$ cat src/rtl/firf_pkg.sv
package firf_pkg;
   localparam int REG_W      = 64;
   localparam int IX_FIR     = 0;
   localparam int IX_FIR_AND = 1;
   localparam int IX_FIR_OR  = 2;
   localparam int IX_MSK     = 3;
   localparam int IX_MSK_AND = 4;
   localparam int IX_MSK_OR  = 5;
   localparam int IX_ACT0    = 6;
   localparam int IX_ACT1    = 7;
   localparam int IX_WOC     = 8;
   localparam int IX_ERR0    = 9;
   localparam int IX_ERR1    = 10;
   localparam int IX_STAT    = 11;
   localparam int IX_MODE    = 12;
   localparam int IX_WIN0    = 13;
   localparam int WIN_N      = 6;
   localparam int IX_WEN     = IX_WIN0 + WIN_N;
   localparam int IX_LAST    = IX_WEN;

   localparam logic [REG_W-1:0] MODE_KEEP = {8'hFF, 56'h0};
   localparam logic [REG_W-1:0] WEN_KEEP  = {4'hF, 60'h0};

   // kept bits of window register k (0..5)
   function automatic logic [REG_W-1:0] win_keep(input int k);
      logic [REG_W-1:0] m;
      int lo;
      lo = (k < 4) ? 24 : ((k == 4) ? 22 : 36);
      m = '0;
      for (int b = 0; b < REG_W; b++) m[b] = (b >= lo);
      return m;
   endfunction

   // position of the enable bit guarding window register k
   function automatic int win_en_pos(input int k);
      return (k < 4) ? (63 - k / 2) : (61 - (k - 4));
   endfunction
endpackage

$ cat src/rtl/firf_alias_reg.sv
module firf_alias_reg #(
   parameter int W         = 64,
   parameter bit USE_FAULT = 1'b0
) (
   input  logic         clk,
   input  logic         rst_n,
   input  logic         wr_direct,
   input  logic         wr_clr,
   input  logic         wr_set,
   input  logic [W-1:0] wdata,
   input  logic [W-1:0] fault,
   output logic [W-1:0] q
);
   logic [W-1:0] sw_next;
   logic [W-1:0] hw_bits;

   always_comb begin
      sw_next = q;
      if (wr_direct) sw_next = wdata;
      if (wr_clr)    sw_next = q & wdata;
      if (wr_set)    sw_next = q | wdata;
   end

   generate
      if (USE_FAULT) begin : g_fault
         assign hw_bits = fault;
      end else begin : g_nofault
         assign hw_bits = '0;
      end
   endgenerate

   always_ff @(posedge clk) begin
      if (!rst_n) q <= '0;
      else        q <= sw_next | hw_bits;
   end

   generate
      if (USE_FAULT) begin : g_fault_chk

         fault_lands_chk: assert property (@(posedge clk) disable iff (!rst_n)
            (fault != '0) |=> ((q & $past(fault)) == $past(fault)));
      end
   endgenerate
endmodule

$ cat src/rtl/firf_keep_reg.sv
module firf_keep_reg #(
   parameter int           W    = 64,
   parameter logic [W-1:0] KEEP = '1
) (
   input  logic         clk,
   input  logic         rst_n,
   input  logic         we,
   input  logic [W-1:0] wdata,
   output logic [W-1:0] q
);
   always_ff @(posedge clk) begin
      if (!rst_n)  q <= '0;
      else if (we) q <= wdata & KEEP;
   end
endmodule

$ cat src/rtl/firf_window_guard.sv
module firf_window_guard
   import firf_pkg::*;
#(
   parameter int IDX_W = 5
) (
   input  logic             clk,
   input  logic             rst_n,
   input  logic             wr,
   input  logic [IDX_W-1:0] idx,
   input  logic [REG_W-1:0] en_q,
   output logic             violation
);
   logic [WIN_N-1:0] hit_en;

   generate
      for (genvar k = 0; k < WIN_N; k++) begin : g_hit
         assign hit_en[k] = (idx == IDX_W'(IX_WIN0 + k)) && en_q[win_en_pos(k)];
      end
   endgenerate

   always_ff @(posedge clk) begin
      if (!rst_n)                 violation <= 1'b0;
      else if (wr && |hit_en)     violation <= 1'b1;
   end


   violation_sticky_chk: assert property (@(posedge clk) disable iff (!rst_n)
      violation |=> violation);
endmodule

$ cat src/rtl/fault_isolation_regfile.sv
module fault_isolation_regfile
   import firf_pkg::*;
#(
   parameter int ADDR_W = 8,
   parameter int DATA_W = 64
) (
   input  logic              clk,
   input  logic              rst_n,
   input  logic              bus_wr,
   input  logic [ADDR_W-1:0] bus_addr,
   input  logic [3:0]        bus_size,
   input  logic [DATA_W-1:0] bus_wdata,
   output logic [DATA_W-1:0] bus_rdata,
   input  logic [DATA_W-1:0] fault_in,
   output logic              win_violation,
   output logic              unmapped_hit
);
   localparam int IDX_W = ADDR_W - 3;

   generate
      if (DATA_W != REG_W) begin : g_bad_w
         $error("fault_isolation_regfile: DATA_W must be 64");
      end
      if ((1 << IDX_W) <= IX_LAST) begin : g_bad_a
         $error("fault_isolation_regfile: ADDR_W too small for the map");
      end
   endgenerate

   logic [IDX_W-1:0]  idx;
   logic              full, wr, mapped;
   logic [DATA_W-1:0] fir_q, msk_q, act0_q, act1_q, mode_q, wen_q;
   logic [DATA_W-1:0] win_q [WIN_N];

   assign idx    = bus_addr[ADDR_W-1:3];
   assign full   = (bus_size == 4'd8);
   assign wr     = bus_wr && full;
   assign mapped = (idx <= IDX_W'(IX_LAST));

   firf_alias_reg #(.W(DATA_W), .USE_FAULT(1'b1)) u_fir (
      .clk(clk), .rst_n(rst_n),
      .wr_direct(wr && idx == IDX_W'(IX_FIR)),
      .wr_clr(wr && idx == IDX_W'(IX_FIR_AND)),
      .wr_set(wr && idx == IDX_W'(IX_FIR_OR)),
      .wdata(bus_wdata), .fault(fault_in), .q(fir_q));

   firf_alias_reg #(.W(DATA_W), .USE_FAULT(1'b0)) u_msk (
      .clk(clk), .rst_n(rst_n),
      .wr_direct(wr && idx == IDX_W'(IX_MSK)),
      .wr_clr(wr && idx == IDX_W'(IX_MSK_AND)),
      .wr_set(wr && idx == IDX_W'(IX_MSK_OR)),
      .wdata(bus_wdata), .fault('0), .q(msk_q));

   firf_keep_reg #(.W(DATA_W), .KEEP('1)) u_act0 (
      .clk(clk), .rst_n(rst_n), .we(wr && idx == IDX_W'(IX_ACT0)),
      .wdata(bus_wdata), .q(act0_q));

   firf_keep_reg #(.W(DATA_W), .KEEP('1)) u_act1 (
      .clk(clk), .rst_n(rst_n), .we(wr && idx == IDX_W'(IX_ACT1)),
      .wdata(bus_wdata), .q(act1_q));

   firf_keep_reg #(.W(DATA_W), .KEEP(MODE_KEEP)) u_mode (
      .clk(clk), .rst_n(rst_n), .we(wr && idx == IDX_W'(IX_MODE)),
      .wdata(bus_wdata), .q(mode_q));

   firf_keep_reg #(.W(DATA_W), .KEEP(WEN_KEEP)) u_wen (
      .clk(clk), .rst_n(rst_n), .we(wr && idx == IDX_W'(IX_WEN)),
      .wdata(bus_wdata), .q(wen_q));

   generate
      for (genvar k = 0; k < WIN_N; k++) begin : g_win
         firf_keep_reg #(.W(DATA_W), .KEEP(win_keep(k))) u_win (
            .clk(clk), .rst_n(rst_n), .we(wr && idx == IDX_W'(IX_WIN0 + k)),
            .wdata(bus_wdata), .q(win_q[k]));
      end
   endgenerate

   firf_window_guard #(.IDX_W(IDX_W)) u_guard (
      .clk(clk), .rst_n(rst_n), .wr(wr), .idx(idx), .en_q(wen_q),
      .violation(win_violation));

   always_ff @(posedge clk) begin
      if (!rst_n)               unmapped_hit <= 1'b0;
      else if (wr && !mapped)   unmapped_hit <= 1'b1;
   end

   always_comb begin
      bus_rdata = '0;
      if (full) begin
         if (idx <= IDX_W'(IX_FIR_OR))                                 bus_rdata = fir_q;
         else if (idx <= IDX_W'(IX_MSK_OR))                            bus_rdata = msk_q;
         else if (idx == IDX_W'(IX_ACT0))                              bus_rdata = act0_q;
         else if (idx == IDX_W'(IX_ACT1))                              bus_rdata = act1_q;
         else if (idx == IDX_W'(IX_MODE))                              bus_rdata = mode_q;
         else if (idx == IDX_W'(IX_WEN))                               bus_rdata = wen_q;
         else if (idx >= IDX_W'(IX_WIN0) && idx < IDX_W'(IX_WEN))      bus_rdata = win_q[idx - IDX_W'(IX_WIN0)];
      end
   end


   unmapped_sticky_chk: assert property (@(posedge clk) disable iff (!rst_n)
      unmapped_hit |=> unmapped_hit);


   fir_clear_alias_chk: assert property (@(posedge clk) disable iff (!rst_n)
      (wr && idx == IDX_W'(IX_FIR_AND) && fault_in == '0) |=> fir_q == $past(fir_q & bus_wdata));


   partial_write_dropped_chk: assert property (@(posedge clk) disable iff (!rst_n)
      (bus_wr && !full) |=> $stable(msk_q));


   ignored_write_chk: assert property (@(posedge clk) disable iff (!rst_n)
      (wr && idx >= IDX_W'(IX_ERR0) && idx <= IDX_W'(IX_STAT)) |=> ($stable(msk_q) && $stable(mode_q)));
endmodule

$ cat config.mk
export PLATFORM = sky130hd
export DESIGN_NAME = fault_isolation_regfile
export DESIGN_NICKNAME = d
export VERILOG_FILES = /design/src/rtl/firf_pkg.sv /design/src/rtl/firf_alias_reg.sv /design/src/rtl/firf_keep_reg.sv /design/src/rtl/firf_window_guard.sv /design/src/rtl/fault_isolation_regfile.sv
export SDC_FILE = /design/constraint.sdc
export NUM_CORES = 1
export LEC_CHECK = 0
export BUFFER_PORTS_ARGS = -buffer_cell sky130_fd_sc_hd__buf_4
export CAP_MARGIN = 20
export CORE_AREA = 2 2 258 260
export DETAILED_ROUTE_END_ITERATION = 8
export DIE_AREA = 0 0 260 262
export PLACE_DENSITY = 0.63
export SLEW_MARGIN = 20
export SYNTH_ARGS = -nofsm -noshare
export SYNTH_HDL_FRONTEND = slang
export SYNTH_HIERARCHICAL = 1
export SYNTH_SLANG_ARGS = --single-unit
$ cat constraint.sdc
create_clock -name clk -period 7.2 [get_ports clk]
set_clock_uncertainty 0.1 [all_clocks]
set_input_delay 1.44 -clock clk [delete_from_list [all_inputs] [get_ports clk]]
set_output_delay 1.44 -clock clk [all_outputs]
set_load 0.01 [all_outputs]
==> results summary, run 1 <==
The area of the mapped netlist came out at ~30000 um2. The count of pins over their slew limit came to 0. The combined flip-flop and latch cell area came out at 10000 um2. The startpoint type of the worst setup path is an input port. The core region is around 65000 um2. Based on the critical path, the design can be clocked at up to about 160 MHz. The peak ir drop on the vdd network came out at 173 uV. The overall die area came out at 68100 um2. The net count reported at finish came out at between 3000 and 4000. The clock tree synthesis step divided the H-tree into 2 levels. For hold timing, the worst endpoint is g_win[1].u_win/q[39]. The areal power density over the cells came out at around 200 nW/um2.

The worst register-to-register path ends at u_guard/violation. The total count of hold-check failures in the final report is 0. The total clock buffers created by CTS came out at 55. During placement, the flow inserted port buffers numbering 205. The clock insertion delay at the later pin of the skew report is 630 ps. Max-cap violations in this run came to 0. The worst path uses approximately 85% of the clock period. The area growth from synthesis to layout came out at 7.98%. The worst endpoint required time is 5660 ps. The maximum fanout along the worst path came out at 65.

The relative max-transition margin is 22.2%. The post-synthesis average cell area is roughly 9.1 um2. The depth of the worst register-to-register path came out at 4. The via count of the first global-routing pass is 21500. The multi-input gate area in the final layout is 17000 um2. The ratio of routed vias to standard cells came out at 5.42.

Once the clock tree was built, the setup fixing pass inserted 0 buffers. The count of cells along the worst hold path is 2. The row count came out at 94. The kind of end point of the critical path is an output port.

The worst hold path begins at g_win[1].u_win/q[39]. The leakage dissipation is 10.4 nW. The arrival time at the worst endpoint is 4610 ps. In the global route stage, overall resource usage came out at a little under a quarter. The horizontal extent of the die is roughly 260 um. The Yosys step of the flow raised 6 warnings. The number of DRC markers in iteration 0 came out at 1523. Setup repair after global routing left no endpoint under its margin. The run finished with clean final reports.

The tree is rooted in a sky130_fd_sc_hd__clkbuf_16. In the final routed layout, each cell accounts on average for 18.9 um. The number of DRC violations after detailed routing is 0. The number of clock sinks is 500.

The final setup violation count came out at 0. Across all register-to-register paths, the minimum setup slack is roughly 6200 ps. The aggregate global routing overflow is 0.

The critical path starts at bus_addr[3]. The setup TNS came out at 0 ps. The hold buffer count at cts came out at 0. The weighted congestion at the end of routability-driven global placement is 0.750. The via count is around 23000. The global-route wire length before repair came out at 123 mm. After legalization and detailed placement, the total HPWL measured 46.3 mm. The count of pins on the block boundary is 209. The maximum number of pins on one net before global-route repair came out at approximately 200. The clock-pin transition on the worst setup and hold timing paths is about 50 ps.

TritonCTS built the clock tree. The y dimension of the die is 262 um. In this run the critical register-to-register path is launched from u_wen/q[63]. The clock period minus final worst setup slack came out at 6150 ps. The initial core utilization is 45.5%. After detailed routing, the total wire length is 79.7 mm.

The min-delay analysis places its worst path in the category register to register. Cells with a size suffix above 1 make up between 15 and 20% of the layout. The number of cells produced by synthesis came out at 3274. The number of antenna violations at the first check in global routing came out at 2. The filler cell count is 6272.

The slew at the pin closest to its max-slew limit came out at 1170 ps. The type of the setup path with the least slack is input port to output port. The number of gates given a new drive strength after cts is 0. The worst-case clock buffer depth came out at 3. The overall power after layout came out at 0.00651 W. The number of detailed-route iterations in the first pass is 5. The detail route stage leaves a number of antenna-violating nets equal to 0.
[placed cells by master (no fill, tap or decap), types with 2 or more instances in the layout]
cell                        count
sky130_fd_sc_hd__nand2_1       75
sky130_fd_sc_hd__clkbuf_1      10
sky130_fd_sc_hd__buf_12         6
sky130_fd_sc_hd__bufinv_16      7
sky130_fd_sc_hd__nor2_4         3
sky130_fd_sc_hd__nor2_1        66
sky130_fd_sc_hd__o211ai_1      65
sky130_fd_sc_hd__and3_2         2
sky130_fd_sc_hd__a31oi_1        4
sky130_fd_sc_hd__mux2_2        64
sky130_fd_sc_hd__ha_1           4
sky130_fd_sc_hd__conb_1       270
sky130_fd_sc_hd__and2_1        65
sky130_fd_sc_hd__clkbuf_16     55
sky130_fd_sc_hd__dfxtp_1      500
sky130_fd_sc_hd__mux2i_1      434
sky130_fd_sc_hd__and2_2         6
sky130_fd_sc_hd__nor3_1       194
sky130_fd_sc_hd__and3_1         4
sky130_fd_sc_hd__o221ai_1      63
sky130_fd_sc_hd__nor2b_4        2
sky130_fd_sc_hd__diode_2        2
sky130_fd_sc_hd__clkbuf_8      18
sky130_fd_sc_hd__o22ai_1       63
sky130_fd_sc_hd__inv_1          4
sky130_fd_sc_hd__mux4_2        64
sky130_fd_sc_hd__inv_16         2
sky130_fd_sc_hd__clkinv_2       7
sky130_fd_sc_hd__nor2b_1      373
sky130_fd_sc_hd__o21ai_0      188
sky130_fd_sc_hd__o21ai_1       72
sky130_fd_sc_hd__nand3_1       65
sky130_fd_sc_hd__buf_4        249
sky130_fd_sc_hd__and3_4         2
sky130_fd_sc_hd__a21oi_1      317
[flip-flops by register name, indices dropped and copies added, names as in the netlist]
register and flops:
u_mode/q 8, u_act0/q 64, u_act1/q 64, u_fir/q 64, u_guard/violation 1, u_wen/q 4, unmapped_hit 1, u_msk/q 64
g_win.u_win/q 230
[power breakdown]
group	internal, W	switching, W	total (W)	leakage (nW)
clock network	0.00184	0.00121	0.00306	0.970
logic	0.000256	0.000370	0.000626	5.39
registers	0.00280	0.0000298	0.00283	4.05
[worst max path at each step]
| stage | to |
|---|---|
| final | bus_rdata[62] |
| after detailed placement | bus_rdata[62] |
| after floorplan | bus_rdata[22] |
| after global routing | bus_rdata[62] |
| after global placement | bus_rdata[62] |
| after CTS | bus_rdata[62] |
[routing by layer]
layer | part of all wire [%] | track usage (%) | vias up
met2 | 46 | 37.1 | 551
li1 | - | - | 11200
met4 | 2.5 | 7.25 | 0
met3 | 4.6 | 2.67 | 113
met1 | 47 | 31.1 | 11000
met5 | 0 | 0 | -
[through the flow]
step | setup WS (ps) | instances | util [%] | hold slack (ps) | area [um2]
6_report | 1050 | 4216 | 49.1 | 406 | 32100
3_5_place_dp | 1030 | 4113 | 46.1 | 397 | 30100
4_1_cts | 999 | 4214 | 49.1 | 414 | 32100
5_1_grt | 850 | 4216 | 49.1 | 432 | 32100
2_1_floorplan | 2030 | 3536 | - | 372 | 30700
3_3_place_gp | 1050 | 4113 | 46.1 | 390 | 30100
[worst max-delay path: stages]
cell and delay, ps:
sky130_fd_sc_hd__buf_6 530, sky130_fd_sc_hd__ha_1 380, sky130_fd_sc_hd__inv_1 100, sky130_fd_sc_hd__a311oi_4 250
sky130_fd_sc_hd__buf_4 780, sky130_fd_sc_hd__nand2_1 180, sky130_fd_sc_hd__a311o_1 340, sky130_fd_sc_hd__a31oi_1 360
sky130_fd_sc_hd__buf_4 200
[cell type report]
type | instances | area share (%)
multi-input cells | 2487 | 52.9
flip-flops and latches | 500 | 31.2
repair buffers | 257 | 6.29
clock buffers | 83 | 5.18
well taps | 864 | 3.37
clock inverters | 18 | 0.941
inverters | 5 | 0.0585
diodes | 2 | 0.0156
Power figures use the tool's default switching activity.
==> inputs of run 2 (changes only) <==
CORE_AREA = 2 2 236 238   (was 2 2 258 260)
DIE_AREA = 0 0 238 240   (was 0 0 260 262)
PLACE_DENSITY = 0.66   (was 0.63)
SYNTH_HIERARCHICAL = default   (was 1)
clock period = 5.4 ns   (was 7.2 ns; I/O delays follow)
==> results summary, run 2 <==
The initial core utilization came out at 45.5% (about the same). The complex-gate fraction of the synthesized area came out at 30.3%. The placeable core area came out at 54700 um2 (-16%). The residual antenna-violating net count after detailed routing is 0 (unchanged). The filler cell count is 4923 (-22%). The global-route usage over all layers came out at 26.8% (+4.2 points). The weighted congestion at the end of routability-driven global placement came out at 0.846 (+13%). The global-route wire length before repair came out at 122 mm (-0.87%). The combined flip-flop and latch cell area is 10000 um2 (unchanged). The highest-delay cell along the critical path is sky130_fd_sc_hd__nor4bb_4. The worst-case clock buffer depth came to 3 (unchanged). The number of clock sinks is 500 (unchanged). Ranked by instance count, the synthesized netlist is headed by 901 x sky130_fd_sc_hd__nand2_1, 500 x sky130_fd_sc_hd__dfxtp_1, 403 x sky130_fd_sc_hd__a21boi_0. The number of H-tree levels was 2 (unchanged). The peak clock frequency supported by timing is between 200 and 250 MHz. The tightest min-delay check is of the register to register type. The most used flip-flop cell after synthesis is sky130_fd_sc_hd__dfxtp_1. The horizontal extent of the die is 238 um (-8.5%).

The via count of the first global-routing pass is 21700 (+1.3%). The number of detailed-route iterations in the first pass came out at 5 (unchanged). The slew at the pin closest to its max-slew limit is 1070 ps (-99.4 ps). The net count reported at finish was 3126 (-9.5%). By area, the combinational part of the netlist is dominated by compound AO/OA/AOI/OAI gates. The max-capacitance violation count came out at 0 (unchanged). The final clock period utilization by the worst path came out at 91.7%. The post-synthesis share of cell area spent on and, or, nand and nor gates came out at 19.1%.

sky130_fd_sc_hd__nand2_1 is the most common cell in the netlist. The routed length per placed instance was 20.8 um (+10%). The peak ir drop on the vdd network is 233 uV (+35%). The row count is 86 (-8.5%).

The count of pins on the block boundary came out at 209 (unchanged). The number of gates given a new drive strength after cts is 0 (unchanged). The buffer and inverter count on the worst path is 5 (+1). The hold buffer count at cts was 0 (unchanged). The setup TNS came out at 0 ps (unchanged). The clock-pin transition on the worst setup and hold timing paths came out at 60 ps (about the same).

The number of DRC violations after detailed routing came to 0 (unchanged). The number of antenna violations at the first check in global routing was 4 (+2). The overall die area is 57100 um2 (-16%). For this run, the register share of the synthesized area comes to 40.3%.

The share of Yosys cell area claimed by the top area cell type is 40.3%. The area of the mapped netlist came out at 24900 um2 (-16%). The cell type with the highest aggregate area in the netlist is sky130_fd_sc_hd__dfxtp_1.

The ratio of routed vias to standard cells was 5.92 (+9.2%). TritonCTS built the clock tree. The CTS root buffer is sky130_fd_sc_hd__clkbuf_16.

The count of pins over their slew limit came out at 0 (unchanged). The total clock buffers created by CTS is 55 (unchanged). Counting stages on the worst path, the most repeated cell is sky130_fd_sc_hd__buf_4. The number of input and output port buffers inserted is 205 (unchanged). The post-route worst setup slack came out at 446 ps (-603 ps). The leakage dissipation was 9.34 nW (-10%). The register name with the most flops is g_win.u_win.q. The arrival time at the worst endpoint is 3770 ps (-840 ps). The minimum setup slack after placement was 505 ps (-523 ps). The library cells used most frequently in the layout, excluding fill and tap cells, are 901 x sky130_fd_sc_hd__nand2_1, 500 x sky130_fd_sc_hd__dfxtp_1, 403 x sky130_fd_sc_hd__a21boi_0. STA classifies the critical path endpoint as an output port. The count of cell types in the netlist came out at between 50 and 60. The number of DRC markers in iteration 0 is 1650 (+8.3%).

The startpoint type of the worst setup path is an input port. The post-synthesis average cell area is 8.45 um2 (-6.8%). Of the total synthesized cell area, the portion taken by full adders, half adders and majority gates is 0.252%. The via count is 22100 (-3.6%). The multiplexer area fraction after synthesis is 4.87%. The HPWL after detailed placement is 47.1 mm (+1.7%). The proportion of layout cells with a drive suffix above 1 is 17.2% (+2.1 points).

The relative max-transition margin is 28.8% (+6.6 points). The clock period minus final worst setup slack is 4950 ps. The commonest non-fill, non-tap cell in the layout is sky130_fd_sc_hd__nand2_1. The y dimension of the die came out at 240 um (-8.4%). In the post-synthesis netlist, the biggest area contributors are sky130_fd_sc_hd__dfxtp_1 40%, sky130_fd_sc_hd__nand2_1 14%, sky130_fd_sc_hd__a21boi_0 12%, sky130_fd_sc_hd__a2111oi_4 6.5%, sky130_fd_sc_hd__clkbuf_1 3.8%.

Broken down by cell family, the worst path's largest delay share belongs to buffers and inverters. The total count of hold-check failures in the final report came out at 0 (unchanged). The final setup violation count is 0 (unchanged). The final wirelength came out at 77.6 mm (-2.6%). Setup repair after global routing left no endpoint under its margin.

The number of flip-flops in the largest register came out at 230 (unchanged). The area growth from synthesis to layout is 16.1%. The areal power density over the cells is 292 nW/um2 (+44%). Summing the areas of all xor and xnor instances in the mapped netlist gives less than 1% of the synthesized area. The setup path with the least slack is of type input port to output port. The count of yosys warnings during synthesis was 0 (-6).

The number of cells produced by synthesis came out at 2941 (-10%). The synthesized net count came out at between 3000 and 4000. The maximum single-stage delay on the critical path came out at 700 ps (-80 ps). The aggregate global routing overflow is 0 (unchanged).

The number of post-CTS setup repair buffers is 0 (unchanged). Walking the worst path, the cells encountered are buf_4 -> inv_1 -> ha_4 -> buf_4 -> nor4bb_4 -> buf_4 -> nand2_1 -> nand3_1 -> o211ai_1 -> a21oi_1 -> buf_4. The multi-input gate area in the final layout came to 13800 um2 (-19%). The number of storage elements in the synthesis netlist is 500. The maximum fanout along the worst path came out at 25 (-62%). The flow ran to the end, and the final reports show no timing, DRC or antenna violations. The worst endpoint required time is 4220 ps (-1440 ps). The clock insertion delay at the later pin of the skew report is 600 ps (-30 ps). The share of synthesized flip-flops with an asynchronous set or reset is 0%. The synthesized design contains 0 enable-type register cells.

The maximum number of pins on one net before global-route repair is 199 (+1.0%).
==> run 2: tightest hold or removal path: cells and delay by family (launching register included) <==
kind | cells | cell delay [ps]
flops | 1 | 310
simple gates | 1 | 50
compound gates | 1 | 50
==> run 2: path summary, 6_finish.rpt <==
kind                        startpoint                    to  slack, ps  cells past startpoint
hold / removal    g_win[5].u_win.q[62]  g_win[5].u_win.q[62]        350                      2
setup / recovery           bus_addr[3]          bus_rdata[2]        450                     11
setup reg to reg           u_wen.q[61]     u_guard.violation       4180                      5
hold reg to reg   g_win[5].u_win.q[62]  g_win[5].u_win.q[62]        350                      2
==> run 2: area by class of cell <==
class                   instances  area share, %
repair buffers                276           7.71
multi-input cells            2139           47.7
clock buffers                  78           5.74
inverters                       6         0.0781
diodes                          1        0.00867
well taps                     704           3.05
clock inverters                18           1.02
flip-flops and latches        500           34.7
==> run 2: stage by stage <==
step / util (%) / total power [W] / hold WS, ps / cells / instance area [um2]
after global placement: 49.2 / 0.00445 / 337 / 3624 / 26900
final: 52.8 / 0.00843 / 351 / 3722 / 28900
after detailed placement: 49.2 / 0.00446 / 343 / 3624 / 26900
after floorplan: - / 0.00419 / 332 / 2941 / 24900
after CTS: 52.7 / 0.00848 / 352 / 3720 / 28800
after global routing: 52.8 / 0.00868 / 361 / 3722 / 28900
==> run 2: kinds of logic (layout without fill, tap and decap cells) <==
| group | after synthesis | in the layout |
|---|---|---|
| buffers and inverters | 302 | 378 |
| AOI/OAI and AO/OA | 892 | 892 |
| DFF | 500 | 500 |
| xor gates and xnor gates | 2 | 2 |
| muxes | 68 | 68 |
| other | 0 | 1 |
| and+or+nand+nor | 1172 | 1172 |
| adders and majority gates | 5 | 5 |
==> run 2: per-layer routing <==
layer  GRT usage (%)  wire [um]  vias up
met5               0         41        -
met4            9.07       2140        6
met3            4.64       6080      133
met2            44.2      36100      817
met1            35.7      33200    10800
li1                -          -    10300
==> run 2: where the power goes <==
part | total (W) | leakage [nW] | internal, W | switching (W)
clock | 0.00404 | 0.962 | 0.00249 | 0.00155
sequential | 0.00377 | 4.05 | 0.00373 | 0.0000434
combinational | 0.000620 | 4.33 | 0.000228 | 0.000391
